File: src/rtl/rsc_pkg.sv
package rsc_pkg;

    localparam int THR_W = 2;

    typedef enum logic [1:0] {
        ST_PWRUP    = 2'd0,
        ST_BOR_HOLD = 2'd1,
        ST_RUN      = 2'd2
    } seq_st_e;

    typedef enum logic {
        RCLS_POWERON  = 1'b0,
        RCLS_BROWNOUT = 1'b1
    } rcls_e;

    typedef struct packed {
        logic por_evt;
        logic bor_evt;
    } evt_t;

    function automatic logic is_running(seq_st_e st);
        return st == ST_RUN;
    endfunction

    function automatic evt_t release_kind(seq_st_e cur, seq_st_e nxt);
        evt_t e;
        e.por_evt = (cur == ST_PWRUP)    && (nxt == ST_RUN);
        e.bor_evt = (cur == ST_BOR_HOLD) && (nxt == ST_RUN);
        return e;
    endfunction

endpackage

File: src/rtl/rsc_sync.sv
module rsc_sync #(
    parameter int   STAGES  = 2,
    parameter logic RST_VAL = 1'b1
) (
    input  logic clk,
    input  logic rst,
    input  logic d_i,
    output logic q_o
);
    logic [STAGES-1:0] chain;

    generate
        for (genvar g = 0; g < STAGES; g++) begin : g_stage
            if (g == 0) begin : g_first
                always_ff @(posedge clk) begin
                    if (rst) chain[0] <= RST_VAL;
                    else     chain[0] <= d_i;
                end
            end else begin : g_next
                always_ff @(posedge clk) begin
                    if (rst) chain[g] <= RST_VAL;
                    else     chain[g] <= chain[g-1];
                end
            end
        end
    endgenerate

    assign q_o = chain[STAGES-1];
endmodule

File: src/rtl/rsc_pwrup_timer.sv
module rsc_pwrup_timer #(
    parameter int CYCLES = 65536
) (
    input  logic clk,
    input  logic clr_i,
    output logic done_o
);
    localparam int CW = (CYCLES > 2) ? $clog2(CYCLES) : 1;
    localparam logic [CW-1:0] LAST = CW'(CYCLES - 1);

    logic [CW-1:0] cnt;

    always_ff @(posedge clk) begin
        if (clr_i)          cnt <= '0;
        else if (cnt != LAST) cnt <= cnt + 1'b1;
    end

    assign done_o = (cnt == LAST);
endmodule

File: src/rtl/rsc_thr_reg.sv
module rsc_thr_reg
    import rsc_pkg::*;
(
    input  logic             clk,
    input  logic             rst,
    input  logic             allow_i,
    input  logic             wr_en_i,
    input  logic [THR_W-1:0] wr_data_i,
    output logic [THR_W-1:0] q_o
);
    always_ff @(posedge clk) begin
        if (rst)                     q_o <= '0;
        else if (allow_i && wr_en_i) q_o <= wr_data_i;
    end
endmodule

File: src/rtl/rst_seq_ctrl.sv
module rst_seq_ctrl
    import rsc_pkg::*;
#(
    parameter int                PWRUP_CYCLES = 65536,
    parameter int                ADDR_W       = 16,
    parameter logic [ADDR_W-1:0] RESTART_ADDR = ADDR_W'(16'h8000)
) (
    input  logic              clk,
    input  logic              por_low_i,
    input  logic              bor_low_i,
    input  logic              wr_en_i,
    input  logic [THR_W-1:0]  wr_thr_i,
    output logic              rst_n_o,
    output logic              por_event_o,
    output logic              bor_event_o,
    output logic              reset_class_o,
    output logic [THR_W-1:0]  bor_thr_o,
    output logic [ADDR_W-1:0] restart_addr_o
);
    seq_st_e st, st_nxt;
    evt_t    evt_q, evt_nxt;
    rcls_e   cls_q;
    logic    bor_s;
    logic    dly_done;
    logic    dly_clr;

    rsc_sync #(.STAGES(2), .RST_VAL(1'b1)) u_bor_sync (
        .clk (clk),
        .rst (por_low_i),
        .d_i (bor_low_i),
        .q_o (bor_s)
    );

    assign dly_clr = por_low_i || bor_s || (st != ST_PWRUP);

    rsc_pwrup_timer #(.CYCLES(PWRUP_CYCLES)) u_timer (
        .clk    (clk),
        .clr_i  (dly_clr),
        .done_o (dly_done)
    );

    always_comb begin
        st_nxt = st;
        unique case (st)
            ST_PWRUP:    if (!bor_s && dly_done) st_nxt = ST_RUN;
            ST_BOR_HOLD: if (!bor_s)             st_nxt = ST_RUN;
            ST_RUN:      if (bor_s)              st_nxt = ST_BOR_HOLD;
            default:                             st_nxt = ST_PWRUP;
        endcase
        evt_nxt = release_kind(st, st_nxt);
    end

    always_ff @(posedge clk) begin
        if (por_low_i) begin
            st    <= ST_PWRUP;
            evt_q <= '0;
            cls_q <= RCLS_POWERON;
        end else begin
            st    <= st_nxt;
            evt_q <= evt_nxt;
            if (is_running(st) && bor_s) cls_q <= RCLS_BROWNOUT;
        end
    end

    rsc_thr_reg u_thr (
        .clk       (clk),
        .rst       (por_low_i),
        .allow_i   (is_running(st)),
        .wr_en_i   (wr_en_i),
        .wr_data_i (wr_thr_i),
        .q_o       (bor_thr_o)
    );

    assign rst_n_o        = is_running(st);
    assign por_event_o    = evt_q.por_evt;
    assign bor_event_o    = evt_q.bor_evt;
    assign reset_class_o  = cls_q;
    assign restart_addr_o = RESTART_ADDR;
endmodule

File: config.mk
export PLATFORM = sky130hd
export DESIGN_NAME = rst_seq_ctrl
export DESIGN_NICKNAME = d
export VERILOG_FILES = /design/src/rtl/rsc_pkg.sv /design/src/rtl/rsc_sync.sv /design/src/rtl/rsc_pwrup_timer.sv /design/src/rtl/rsc_thr_reg.sv /design/src/rtl/rst_seq_ctrl.sv
export SDC_FILE = /design/constraint.sdc
export NUM_CORES = 1
export LEC_CHECK = 0
export BUFFER_PORTS_ARGS = -buffer_cell sky130_fd_sc_hd__buf_2
export CAP_MARGIN = 20
export CELL_PAD_IN_SITES_DETAIL_PLACEMENT = 1
export CELL_PAD_IN_SITES_GLOBAL_PLACEMENT = 2
export CORE_MARGIN = 2
export CORE_UTILIZATION = 33
export DETAILED_ROUTE_END_ITERATION = 8
export GPL_ROUTABILITY_DRIVEN = 1
export GPL_TIMING_DRIVEN = 0
export PLACE_DENSITY_LB_ADDON = 0.1
export SLEW_MARGIN = 10
export SYNTH_ARGS = -nofsm -noshare
export SYNTH_HDL_FRONTEND = slang
export SYNTH_SLANG_ARGS = --single-unit
export TNS_END_PERCENT = 5
File: constraint.sdc
create_clock -name clk -period 3.2 [get_ports clk]
set_input_delay 0.64 -clock clk [delete_from_list [all_inputs] [get_ports clk]]
set_output_delay 0.64 -clock clk [all_outputs]
set_load 0.1 [all_outputs]
==> flow_summary.toml <==
[cells_and_area]
drive_above_1_share_pct = 21.84
n_fill_cell = 447
nets = 182
area.growth.synth_to_final_pct = 16.73
n_antenna_cell = 0

[drt]
vias = 1094
routed_wl_um = 2733
dr.pass1.iters = 4
via_per_inst = 4.928
ant_nets = 0
detail_route.wl_per_cell_um = 12.31
drcViolationCount = 0
detail_route.iter0.violations = 44

[sta]
drv_slew = 0
finalCritPeriodShare_pct = 69.00
finClkSkew_ns = 0.002542
maxSlewHeadroom_pct = 47.17
setup_viol = 0
setup_tns_ns = 0
setup_slack_ns = 0.9921
hold_viol_final = 0
period_needed_ns = 2.208
worstMarginPinSlew_ns = 0.7853
hold_ws_ns = 0.4175
rsz0062_at_grt = "false"
timing.fmax_mhz = 452.9

[logic_synthesis]
synth.top_cell.area_share_pct = 40.08
syn_inst = 146
ys_types = 38
synth_area_mm2 = 0.001249
async_flop_share_pct = 0
synth_area_leaders = "dfxtp_1 40%, buf_4 10%, a21oi_1 4.4%"
ys_top_cells_by_count = "25 x dfxtp_1, 17 x buf_4, 11 x a21oi_1, 11 x nor2_1, 10 x nand2_1"
synth_warnings = 0
ys_ff_latch = 25
synth_area_leader_cell = "dfxtp_1"
ys_seq_area_share_pct = 40.08
synth_ff_type = "dfxtp_1"
synth_area_per_cell_um2 = 8.553
synth-edff-count = 0
yosysMostFrequentCell = "dfxtp_1"

[setup_path]
crit_required_ns = 2.56
slowest_delay_ns = 0.49
path_delay_family = "buffers and inverters"
worst-path-buf-inv = 1
worstReg2RegEnd = "st[1]"
r2r_slack_ns = 1.23
cp.arrival_ns = 1.57
cp_num_cells = 2
critPathMaxFanout = 7
worstSetupEndpointType = "primary output"
criticalPathCategory = "flip-flop to primary output"
slowest_stage = "buf_2"
path_cells = "nor2b_1 > buf_2"
r2r-start = "u_timer.cnt[0]"
cp-startpoint = "st[1]"
r2r_cells = 6
cp-start-kind = "flip-flop"
endpoint = "rst_n_o"

[min_path]
min_from = "u_bor_sync.chain[0]"
hp-class = "flip-flop to flip-flop"

[global_route]
grt_max_degree = 15
antenna_found_initial = 0
grt_usage_pct = 14.40
grt_pass1_wl_um = 4850
grt_pass1_vias = 1072
grt_overflow = 0

[cts]
ctsHtreeMaxLevel = 1
post_cts_buffers = 0
root_buffer = "clkbuf_8"
cts_resized = 0
cts_tree = "built"
clockBufferDepth = 2
worstSkewPairLatency_ns = 0.27
clock-sinks = 25
cts_made_buffers = 3
postCtsHoldBufs = 0
clk_pin_slew_worst_paths_ns = 0.09

[die]
io_pins = 28
die_y_um = 65.52
core_area_mm2 = 0.003661
dieArea_mm2 = 0.004292
rows = 22
start_util_pct = 34.11
die_x_um = 65.52

[power_and_ir_drop]
power.density_mw_per_mm2 = 419.5
p_leak_uw = 0.0005838
finalPower_uw = 611.5
irDropWorstVdd_mv = 0.2299

[place]
portBuffers = 10
post-place-ws_ns = 1.085
gp_congestion = 0.7573
dp_hpwl_um = 2104

[run]
drv_cap = 0

[run_status]
status = "finished clean"
-- state kept, by name, summed over array words and instances (netlist names) --
register / flops
u_timer.cnt: 16
u_bor_sync.chain: 1
por_event_o: 1
bor_event_o: 1
st: 2
u_bor_sync.q_o: 1
u_thr.q_o: 2
reset_class_o: 1
-- layout by cell type (no fill, tap or decap), types with 4 or more instances in the layout --
master   instances
nand4_1          6
nor3_1           5
or3_1            7
a31oi_1          4
o21ai_1          4
buf_4           17
buf_2           11
nor2_1          11
dfxtp_1         25
conb_1          16
nand2_1         10
nand3_1          7
a21oi_1         11
-- area by class of cell --
type                    count  area [um2]  share of cell area [%]
multi-input cells         114       656.9                   45.06
flip-flops and latches     25       500.5                   34.33
plain buffers              20       140.1                   9.614
well taps                  48       60.06                   4.120
repair buffers             10       50.05                   3.433
clock buffers               3       41.29                   2.833
clock inverters             1       5.005                  0.3433
inverters                   1       3.754                  0.2575
-- worst reg2reg max path: stages, from the launching register on --
cell and delay [ns]:
dfxtp_1 0.41, ha_1 0.23, nand3_1 0.24, nor4_4 0.43, buf_4 0.25, nor3_1 0.07
a2111oi_1 0.25
-- power breakdown --
| part | total (uW) | internal [uW] | switching [uW] |
|---|---|---|---|
| combinational | 107 | 17.5 | 89.7 |
| sequential | 314 | 312 | 1.31 |
| clock | 191 | 87.2 | 103 |
| total | 612 | 417 | 194 |
-- worst min path at each step --
| stage | cells after the start | to |
|---|---|---|
| 2_1_floorplan | 1 | u_bor_sync.q_o |
| 5_1_grt | 1 | u_bor_sync.q_o |
| 6_report | 1 | u_bor_sync.q_o |
| 3_3_place_gp | 1 | u_bor_sync.q_o |
| 3_5_place_dp | 1 | u_bor_sync.q_o |
| 4_1_cts | 1 | u_bor_sync.q_o |
-- per-stage QoR --
step / instances / util, % / area, um2
after floorplan: 160 / - / 1301
after global placement: 218 / 38.55 / 1411
after detailed placement: 218 / 38.55 / 1411
after CTS: 222 / 39.82 / 1458
after global routing: 222 / 39.82 / 1458
final: 222 / 39.82 / 1458
-- kinds of logic after synthesis --
logic type / after synthesis / synth area share [%]
adder cells (fa/ha/maj): 1 / 1.002
flip-flops: 25 / 40.08
AND/OR/NAND/NOR: 64 / 30.06
other: 2 / 0.6014
multiplexers: 1 / 0.8016
buffers and inverters: 21 / 11.52
XOR/XNOR: 2 / 1.403
AO/OA/AOI/OAI: 30 / 14.53
-- routing by layer --
metal	vias up	GRT usage (%)	part of all wire (%)
li1	561	-	-
met1	511	18.08	47
met2	20	23.85	48
met3	2	4.110	3.8
met4	0	4.427	0.62
met5	-	0	0
No activity file was read; power rests on OpenSTA's default activity.
